### src/rtl/spis_pkg.sv
// Shared types and helpers for the SPI slave port.
// Assumes byte-sized frames are the common case but keeps widths generic.
package spis_pkg;

    // Static transfer mode, held stable while a transfer is in flight.
    typedef struct packed {
        logic cpol;
        logic cpha;
        logic lsb_first;
        logic cont;
        logic cs_irq_en;
        logic err_rst;
        logic tx_zero;
    } spis_mode_t;

    // Index of the synchronised lines inside the sync vector.
    localparam int SY_SCLK = 0;
    localparam int SY_MOSI = 1;
    localparam int SY_CSN  = 2;
    localparam int SY_N    = 3;

endpackage

### src/rtl/spis_sync.sv
// Multi-stage synchroniser for a vector of asynchronous inputs.
// Assumes each bit is independent (no bus coherency needed).
module spis_sync #(
    parameter int             N      = 3,
    parameter int             STAGES = 2,
    parameter logic [N-1:0]   RST_V  = '0
) (
    input  logic         clk,
    input  logic         rst_n,
    input  logic [N-1:0] d_i,
    output logic [N-1:0] q_o
);
    for (genvar g = 0; g < N; g++) begin : g_bit
        logic [STAGES-1:0] chain;
        // Shift the raw input through the flop chain.
        always_ff @(posedge clk) begin
            if (!rst_n) chain <= {STAGES{RST_V[g]}};
            else        chain <= {chain[STAGES-2:0], d_i[g]};
        end
        assign q_o[g] = chain[STAGES-1];
    end
endmodule

### src/rtl/spis_fifo.sv
// Show-ahead queue with a selectable full-queue policy.
// Assumes push and pop are single-cycle strobes; keep=1 overwrites oldest.
module spis_fifo #(
    parameter int W     = 8,
    parameter int DEPTH = 4
) (
    input  logic         clk,
    input  logic         rst_n,
    input  logic         push,
    input  logic [W-1:0] wdata,
    input  logic         pop,
    input  logic         keep,
    output logic [W-1:0] rdata,
    output logic         empty,
    output logic         full
);
    localparam int AW = (DEPTH > 1) ? $clog2(DEPTH) : 1;
    localparam int CW = $clog2(DEPTH + 1);
    localparam logic [AW-1:0] PLAST = AW'(DEPTH - 1);
    localparam logic [CW-1:0] CFULL = CW'(DEPTH);

    logic [W-1:0]  mem [DEPTH];
    logic [AW-1:0] wp, rp;
    logic [CW-1:0] cnt;
    logic          do_wr, do_rd;

    assign empty = (cnt == '0);
    assign full  = (cnt == CFULL);
    assign rdata = mem[rp];

    // Decide which pointers move this cycle.
    always_comb begin
        do_rd = (pop && !empty) || (push && full && keep && !pop);
        do_wr = push && (!full || keep || pop);
    end

    // Store the incoming word.
    always_ff @(posedge clk) begin
        if (do_wr) mem[wp] <= wdata;
    end

    // Advance pointers and occupancy.
    always_ff @(posedge clk) begin
        if (!rst_n) begin
            wp  <= '0;
            rp  <= '0;
            cnt <= '0;
        end else begin
            if (do_wr) wp <= (wp == PLAST) ? '0 : wp + 1'b1;
            if (do_rd) rp <= (rp == PLAST) ? '0 : rp + 1'b1;
            if (do_wr && !do_rd)      cnt <= cnt + 1'b1;
            else if (do_rd && !do_wr) cnt <= cnt - 1'b1;
        end
    end
endmodule

### src/rtl/spis_engine.sv
// Bit engine: edge detection, shift registers, bit count and select-error
// handling. Assumes synchronised inputs and clk at least 4x the serial clock.
module spis_engine
    import spis_pkg::*;
#(
    parameter int W = 8
) (
    input  logic         clk,
    input  logic         rst_n,
    input  logic         en,
    input  spis_mode_t   mode,
    input  logic         miso_en,
    input  logic         sclk_s,
    input  logic         mosi_s,
    input  logic         csn_s,
    input  logic [W-1:0] tx_byte,
    input  logic         tx_empty,
    output logic         tx_pop,
    output logic         rx_push,
    output logic [W-1:0] rx_byte,
    output logic         miso_bit,
    output logic         miso_drv,
    output logic         halted,
    output logic         err_flag,
    output logic         err_pulse,
    output logic         edge_pulse
);
    localparam int CW = $clog2(W);
    localparam logic [CW-1:0] LAST = CW'(W - 1);

    logic          sclk_q, csn_q;
    logic [CW-1:0] bit_cnt;
    logic [W-1:0]  rx_sh, tx_sh;
    logic          loaded, last_bit;
    logic          rise, fall, lead, trail, smp_e, shf_e;
    logic          cs_on, cs_off, cs_act, run;
    logic          err_now, load_now, smp_now, shf_now;
    logic [W-1:0]  fill, rx_next, tx_next;

    // Edge classification of the synchronised serial clock and select.
    always_comb begin
        rise   = sclk_s & ~sclk_q;
        fall   = ~sclk_s & sclk_q;
        lead   = mode.cpol ? fall : rise;
        trail  = mode.cpol ? rise : fall;
        smp_e  = mode.cpha ? trail : lead;
        shf_e  = mode.cpha ? lead : trail;
        cs_act = ~csn_s;
        cs_on  = csn_q & ~csn_s;
        cs_off = ~csn_q & csn_s;
        run    = en & cs_act & ~halted;
    end

    // Per-cycle actions of the bit engine.
    always_comb begin
        err_now  = en & cs_off & ~halted & (bit_cnt != '0);
        smp_now  = run & smp_e;
        shf_now  = run & shf_e & ~smp_e;
        load_now = run & (bit_cnt == '0) &
                   ((cs_on & ~mode.cpha & ~loaded) | shf_now);
        fill     = tx_empty ? (mode.tx_zero ? '0 : {W{last_bit}}) : tx_byte;
        rx_next  = mode.lsb_first ? {mosi_s, rx_sh[W-1:1]} : {rx_sh[W-2:0], mosi_s};
        tx_next  = mode.lsb_first ? {1'b0, tx_sh[W-1:1]} : {tx_sh[W-2:0], 1'b0};
        miso_bit = mode.lsb_first ? tx_sh[0] : tx_sh[W-1];
    end

    assign tx_pop   = load_now & ~tx_empty;
    assign rx_push  = smp_now & (bit_cnt == LAST);
    assign rx_byte  = rx_next;
    assign miso_drv = run & miso_en;

    // Remember previous line levels for edge detection.
    always_ff @(posedge clk) begin
        if (!rst_n) begin
            sclk_q <= 1'b0;
            csn_q  <= 1'b1;
        end else begin
            sclk_q <= sclk_s;
            csn_q  <= csn_s;
        end
    end

    // Shift, count and select-error state; held clear while disabled.
    always_ff @(posedge clk) begin
        if (!rst_n || !en) begin
            bit_cnt   <= '0;
            rx_sh     <= '0;
            tx_sh     <= '0;
            loaded    <= 1'b0;
            last_bit  <= 1'b0;
            halted    <= 1'b0;
            err_flag  <= 1'b0;
            err_pulse <= 1'b0;
        end else begin
            err_pulse <= err_now;
            if (err_now) begin
                err_flag <= 1'b1;
                if (mode.err_rst) begin
                    bit_cnt <= '0;
                    halted  <= 1'b1;
                    loaded  <= 1'b0;
                end
            end else if (smp_now) begin
                rx_sh    <= rx_next;
                bit_cnt  <= (bit_cnt == LAST) ? '0 : bit_cnt + 1'b1;
                last_bit <= miso_bit;
                loaded   <= 1'b0;
            end else if (load_now) begin
                tx_sh  <= fill;
                loaded <= 1'b1;
            end else if (shf_now) begin
                tx_sh <= tx_next;
            end
        end
    end

    // Select-transition interrupt in continuous mode.
    always_ff @(posedge clk) begin
        if (!rst_n || !en) edge_pulse <= 1'b0;
        else edge_pulse <= mode.cont & mode.cs_irq_en & (cs_on | cs_off);
    end
endmodule

### src/rtl/spi_slave_cse.sv
// SPI slave port top: synchronisers, transmit/receive queues, bit engine.
// Assumes clk runs at least 4x the serial clock and inputs are asynchronous.
module spi_slave_cse
    import spis_pkg::*;
#(
    parameter int FRAME_W     = 8,
    parameter int RX_DEPTH    = 4,
    parameter int TX_DEPTH    = 4,
    parameter int SYNC_STAGES = 2
) (
    input  logic               clk,
    input  logic               rst_n,
    input  logic               cfg_en,
    input  logic               cfg_cpol,
    input  logic               cfg_cpha,
    input  logic               cfg_lsb_first,
    input  logic               cfg_miso_en,
    input  logic               cfg_cont,
    input  logic               cfg_cs_irq_en,
    input  logic               cfg_err_rst_mode,
    input  logic               cfg_tx_zero,
    input  logic               cfg_rx_keep,
    input  logic               sclk_i,
    input  logic               mosi_i,
    input  logic               cs_n_i,
    output logic               miso_o,
    output logic               miso_oe,
    input  logic               tx_wr,
    input  logic [FRAME_W-1:0] tx_data,
    output logic               tx_full,
    input  logic               rx_rd,
    output logic [FRAME_W-1:0] rx_data,
    output logic               rx_empty,
    output logic               rx_full,
    output logic               cs_err_flag,
    output logic               irq_cs_err,
    output logic               irq_cs_edge
);
    localparam logic [SY_N-1:0] SYNC_RST = SY_N'(1) << SY_CSN;

    spis_mode_t         mode;
    logic [SY_N-1:0]    raw_v, syn_v;
    logic [FRAME_W-1:0] tx_head, rx_byte;
    logic               tx_empty, tx_pop, rx_push;
    logic               miso_bit, miso_drv, eng_halt;

    // Gather the static mode inputs.
    always_comb begin
        mode.cpol      = cfg_cpol;
        mode.cpha      = cfg_cpha;
        mode.lsb_first = cfg_lsb_first;
        mode.cont      = cfg_cont;
        mode.cs_irq_en = cfg_cs_irq_en;
        mode.err_rst   = cfg_err_rst_mode;
        mode.tx_zero   = cfg_tx_zero;
    end

    assign raw_v[SY_SCLK] = sclk_i;
    assign raw_v[SY_MOSI] = mosi_i;
    assign raw_v[SY_CSN]  = cs_n_i;

    spis_sync #(.N(SY_N), .STAGES(SYNC_STAGES), .RST_V(SYNC_RST)) u_sync (
        .clk(clk), .rst_n(rst_n), .d_i(raw_v), .q_o(syn_v)
    );

    spis_fifo #(.W(FRAME_W), .DEPTH(TX_DEPTH)) u_txq (
        .clk(clk), .rst_n(rst_n), .push(tx_wr), .wdata(tx_data),
        .pop(tx_pop), .keep(1'b0), .rdata(tx_head),
        .empty(tx_empty), .full(tx_full)
    );

    spis_fifo #(.W(FRAME_W), .DEPTH(RX_DEPTH)) u_rxq (
        .clk(clk), .rst_n(rst_n), .push(rx_push), .wdata(rx_byte),
        .pop(rx_rd), .keep(cfg_rx_keep), .rdata(rx_data),
        .empty(rx_empty), .full(rx_full)
    );

    spis_engine #(.W(FRAME_W)) u_eng (
        .clk(clk), .rst_n(rst_n), .en(cfg_en), .mode(mode),
        .miso_en(cfg_miso_en),
        .sclk_s(syn_v[SY_SCLK]), .mosi_s(syn_v[SY_MOSI]), .csn_s(syn_v[SY_CSN]),
        .tx_byte(tx_head), .tx_empty(tx_empty), .tx_pop(tx_pop),
        .rx_push(rx_push), .rx_byte(rx_byte),
        .miso_bit(miso_bit), .miso_drv(miso_drv), .halted(eng_halt),
        .err_flag(cs_err_flag), .err_pulse(irq_cs_err), .edge_pulse(irq_cs_edge)
    );

    assign miso_oe = miso_drv;
    assign miso_o  = miso_drv & miso_bit;
endmodule

### config.mk
export PLATFORM = sky130hd
export DESIGN_NAME = spi_slave_cse
export DESIGN_NICKNAME = d
export VERILOG_FILES = /design/src/rtl/spis_pkg.sv /design/src/rtl/spis_sync.sv /design/src/rtl/spis_fifo.sv /design/src/rtl/spis_engine.sv /design/src/rtl/spi_slave_cse.sv
export SDC_FILE = /design/constraint.sdc
export NUM_CORES = 1
export LEC_CHECK = 0
export BUFFER_PORTS_ARGS = -buffer_cell sky130_fd_sc_hd__buf_4
export CAP_MARGIN = 30
export CORE_ASPECT_RATIO = 0.75
export CORE_MARGIN = 5
export CORE_UTILIZATION = 45
export CTS_CLUSTER_DIAMETER = 120
export DETAILED_ROUTE_END_ITERATION = 12
export GPL_ROUTABILITY_DRIVEN = 0
export SYNTH_ARGS = -nofsm -noshare
export SYNTH_HDL_FRONTEND = slang
export SYNTH_SLANG_ARGS = --single-unit
### constraint.sdc
create_clock -name clk -period 3.4 [get_ports clk]
set_clock_uncertainty 0.1 [all_clocks]
set_input_delay 0.17 -clock clk [delete_from_list [all_inputs] [get_ports clk]]
set_output_delay 0.17 -clock clk [all_outputs]
set_load 0.005 [all_outputs]
==> metrics.yaml <==
grt_antenna_before_repair: 0
worstSkewPairLatency_ps: 410
drive_above_1_share: 0.2562
antenna_cells: 0
crit_buf_inv: 2
cts-root-to-sink-buffers: 2
rr_endpoint: "u_txq.cnt[2]"
grt_setup_unrepaired: "no"
cp_slowest_stage_delay_ps: 390
vertical_extent_of_the_die_um: 100.7
required_ps: 3640
count_of_non_filler_cells_in_the_finished_layout: 585
dr_wl_met3_um: 466
setup_tns_ps: 0
nNetsFinal: 476
post-route-period-util: 0.8543
synth_cell_type_count: 52
ys_seq_elements: 115
cellPowerDensity_mw_per_mm2: 630.9
top_signal_layer_used: "met4"
syn_inst: 370
synth_top_family_by_area: "simple AND/OR/NAND/NOR gates"
wl_met1_um: 4572
power.leakage_nw: 2.307
grt_pass1_wl_um: 15840
synth_fa_ha_area_frac: 0.05119
num-fill-cells: 923
wp_depth: 12
clock-sinks: 115
totalWireLength_um: 9402
critical_path.startpoint_type: "flip-flop"
yosys-mux-area-fraction: 0.1206
grt_start_max_net_pins: 19
synth_edf_count: 64
setup_violations: 0
hpwlAfterDp_um: 6630
fin_ws_ps: 495.5
routed-via-count: 3001
drt_iter0_drc: 158
floorplan.rows: 33
root_buffer: "sky130_fd_sc_hd__clkbuf_16"
synth-xor-area-share: 0.01216
setup.reg_to_reg.worst_slack_ps: 500
rr_startpoint: "u_sync.g_bit[2].chain[1]"
status: "finished clean"
synth_fp_nets: 414
synthesized_area_fraction_occupied_by_and_or_nand_nor_cells: 0.1242
timing.final.crit_period_ps: 2904
hold_path.class: "in2reg"
cpLargestDelayFamily: "adder cells"
starting_density_of_the_core: 0.4564
number_of_placed_cells_counting_well_taps: 537
timing.max_cap.violations: 0
tritoncts.num_buffers: 17
critical_path.max_fanout: 12
peakVddDrop_mv: 0.4551
startpoint_of_the_most_critical_setup_path: "u_sync.g_bit[2].chain[1]"
post_cts_resized: 0
report.power.total_mw: 3.824
count_of_synthesis_stage_warnings_from_yosys: 0
placeableCoreArea_mm2: 0.01082
timing.fmax_mhz: 344.3
synth_compound_gate_area_share: 0.06766
tritoncts: "done"
io_pins: 41
synth.yosys.seq_area_share: 0.5960
port_buffers: 40
mean_instance_size_in_the_synthesized_netlist_um2: 13.34
chipWidth_um: 131.0
htreeDepth: 4
grt_use_total: 0.1600
preCtsSetupSlack_ps: 499.5
worst_setup_hold_path_clk_slew_ps: 50
postCtsSetupBuffers: 0
synthToLayoutAreaGrowth_pct: 22.76
tightest_slew_ps: 848.2
synth_top_flop_cell: "sky130_fd_sc_hd__edfxtp_1"
detail_route.first_pass.iterations: 4
globalRouteOverflowTotal: 0
die_footprint_mm2: 0.01319
final_slew_violations: 0
first_global_vias: 3150
max-slew-margin-rel: 0.4319
post_drt_via_cell_ratio: 5.130
antenna_violating_nets_post_route: 0
drt_drc_violations_left: 0
post_detailed_route_wirelength_per_cell_um: 16.07
crit_path_end: "u_txq.cnt[2]"
finalHoldViolations: 0
worst_r2r_path_depth: 12
post_synth_instance_area_mm2: 0.004937
critical_path.cell_chain: "inv_1 -> ha_1 -> or3b_4 -> o31a_4 -> a21o_2 -> nand2b_1 -> ha_1 -> inv_1 -> fa_1 -> xor2_1 -> or3_1 -> a21oi_1"
met2_wirelength_um: 4258
critical_path.endpoint_type: "flip-flop"
synthArstFlopShare: 0
path_class: "reg2reg"
slowest_stage_cell_on_the_critical_path: "sky130_fd_sc_hd__dfxtp_1"
critPathArrivalTime_ps: 3140
[Yosys cell counts, types with 2 or more instances]
| cell type | count | area (um^2) |
|---|---|---|
| sky130_fd_sc_hd__a21oi_1 | 17 | 85.08 |
| sky130_fd_sc_hd__a32o_1 | 8 | 80.08 |
| sky130_fd_sc_hd__and2_1 | 10 | 62.56 |
| sky130_fd_sc_hd__and2_2 | 4 | 30.03 |
| sky130_fd_sc_hd__buf_2 | 3 | 15.01 |
| sky130_fd_sc_hd__clkbuf_1 | 8 | 30.03 |
| sky130_fd_sc_hd__dfxtp_1 | 51 | 1021 |
| sky130_fd_sc_hd__edfxtp_1 | 64 | 1922 |
| sky130_fd_sc_hd__fa_1 | 2 | 40.04 |
| sky130_fd_sc_hd__ha_1 | 17 | 212.7 |
| sky130_fd_sc_hd__inv_1 | 19 | 71.32 |
| sky130_fd_sc_hd__mux2_2 | 9 | 101.4 |
| sky130_fd_sc_hd__mux2i_1 | 12 | 120.1 |
| sky130_fd_sc_hd__mux4_2 | 16 | 360.4 |
| sky130_fd_sc_hd__nand2_1 | 51 | 191.4 |
| sky130_fd_sc_hd__nand2b_1 | 5 | 31.28 |
| sky130_fd_sc_hd__nand3_1 | 7 | 35.03 |
| sky130_fd_sc_hd__nand4_1 | 2 | 12.51 |
| sky130_fd_sc_hd__nor2_1 | 13 | 48.80 |
| sky130_fd_sc_hd__nor2b_1 | 3 | 18.77 |
| sky130_fd_sc_hd__nor3_1 | 3 | 15.01 |
| sky130_fd_sc_hd__nor3b_1 | 2 | 15.01 |
| sky130_fd_sc_hd__o211ai_1 | 2 | 15.01 |
| sky130_fd_sc_hd__o21ai_0 | 5 | 25.02 |
| sky130_fd_sc_hd__o21ai_1 | 3 | 15.01 |
| sky130_fd_sc_hd__or3_1 | 5 | 31.28 |
| sky130_fd_sc_hd__xor2_1 | 4 | 35.03 |
[cells by family after synthesis]
kind of cell / after synthesis
xor+xnor: 6
compound gates: 43
simple gates: 116
fa+ha+maj: 19
mux: 38
flops: 115
buf+inv: 33
[power by group]
group,total [mW],switching [mW],internal (mW)
logic,0.554,0.290,0.263
registers,1.66,0.0807,1.58
clock network,1.61,0.612,0.998
[per-stage QoR]
step                hold WS [ps]  area [um^2]    util
floorplan                  168.9         4937       -
global placement           252.2         5353  0.4948
detailed placement         262.9         5353  0.4948
CTS                        44.60         6061  0.5603
global route               87.29         6061  0.5603
finish                     71.16         6061  0.5603
[state kept, by name, summed over array words and instances, names as in the netlist, 3 cells and up, named ones only]
signal	cells
u_eng.rx_sh	8
u_rxq.cnt	3
u_rxq.mem	32
u_sync.g_bit.chain	6
u_eng.bit_cnt	3
u_txq.mem	32
u_eng.tx_sh	8
u_txq.cnt	3
[cells in the final DEF, fill, tap and decap left out, types with 3 or more instances in the layout]
cell type,count
sky130_fd_sc_hd__o21ai_1,3
sky130_fd_sc_hd__dfxtp_1,51
sky130_fd_sc_hd__xor2_1,4
sky130_fd_sc_hd__nor3_1,3
sky130_fd_sc_hd__clkbuf_16,17
sky130_fd_sc_hd__and2_1,10
sky130_fd_sc_hd__dlygate4sd3_1,16
sky130_fd_sc_hd__clkinv_4,4
sky130_fd_sc_hd__clkinvlp_4,5
sky130_fd_sc_hd__a32o_1,8
sky130_fd_sc_hd__buf_4,41
sky130_fd_sc_hd__nor2_1,13
sky130_fd_sc_hd__or3_1,5
sky130_fd_sc_hd__inv_1,19
sky130_fd_sc_hd__a21oi_1,17
sky130_fd_sc_hd__nor2b_1,3
sky130_fd_sc_hd__mux2_2,9
sky130_fd_sc_hd__nand2b_1,5
sky130_fd_sc_hd__ha_1,17
sky130_fd_sc_hd__nand3_1,7
sky130_fd_sc_hd__o21ai_0,5
sky130_fd_sc_hd__nand2_1,51
sky130_fd_sc_hd__and2_2,4
sky130_fd_sc_hd__mux4_2,16
sky130_fd_sc_hd__edfxtp_1,64
sky130_fd_sc_hd__mux2i_1,12
[worst reg2reg max path, delay by kind of cell (launching register included)]
kind	cells	cell delay, ps
flops	1	390
fa+ha+maj	3	750
simple gates	3	730
compound gates	3	560
xor+xnor	1	180
buf+inv	2	140
[routing by layer]
| metal | vias to the layer above | global-route usage |
|---|---|---|
| li1 | 1471 | - |
| met1 | 1455 | 0.2266 |
| met2 | 60 | 0.2262 |
| met3 | 15 | 0.05456 |
| met4 | 0 | 0.06324 |
| met5 | - | 0 |
[area by class of cell]
cell class,count,area [um^2],area share
clock buffer,19,432.9,0.07143
clock inverter,13,115.1,0.01899
inverter,19,71.32,0.01177
multi-input combinational,222,1856,0.3062
sequential,115,2943,0.4855
tap,140,175.2,0.02890
timing repair buffer,57,467.9,0.07721
[how the worst min path moves through the flow]
stage | start | end | slack (ps) | cells after the start
2_1_floorplan | tx_data[0] | u_txq.mem[0][0] | 170 | 0
3_3_place_gp | cs_n_i | u_sync.g_bit[2].chain[0] | 250 | 2
3_5_place_dp | cs_n_i | u_sync.g_bit[2].chain[0] | 260 | 2
4_1_cts | rx_rd | u_rxq.rp[1] | 40 | 4
5_1_grt | rx_rd | u_rxq.rp[0] | 90 | 4
6_report | rx_rd | u_rxq.rp[1] | 70 | 4
[repair_timing]
action | CTS | global route
hold buffers | 16 | 0
setup endpoints to repair | 0 | 0
hold endpoints to repair | 39 | 0
No activity file was read; power rests on OpenSTA's default activity.
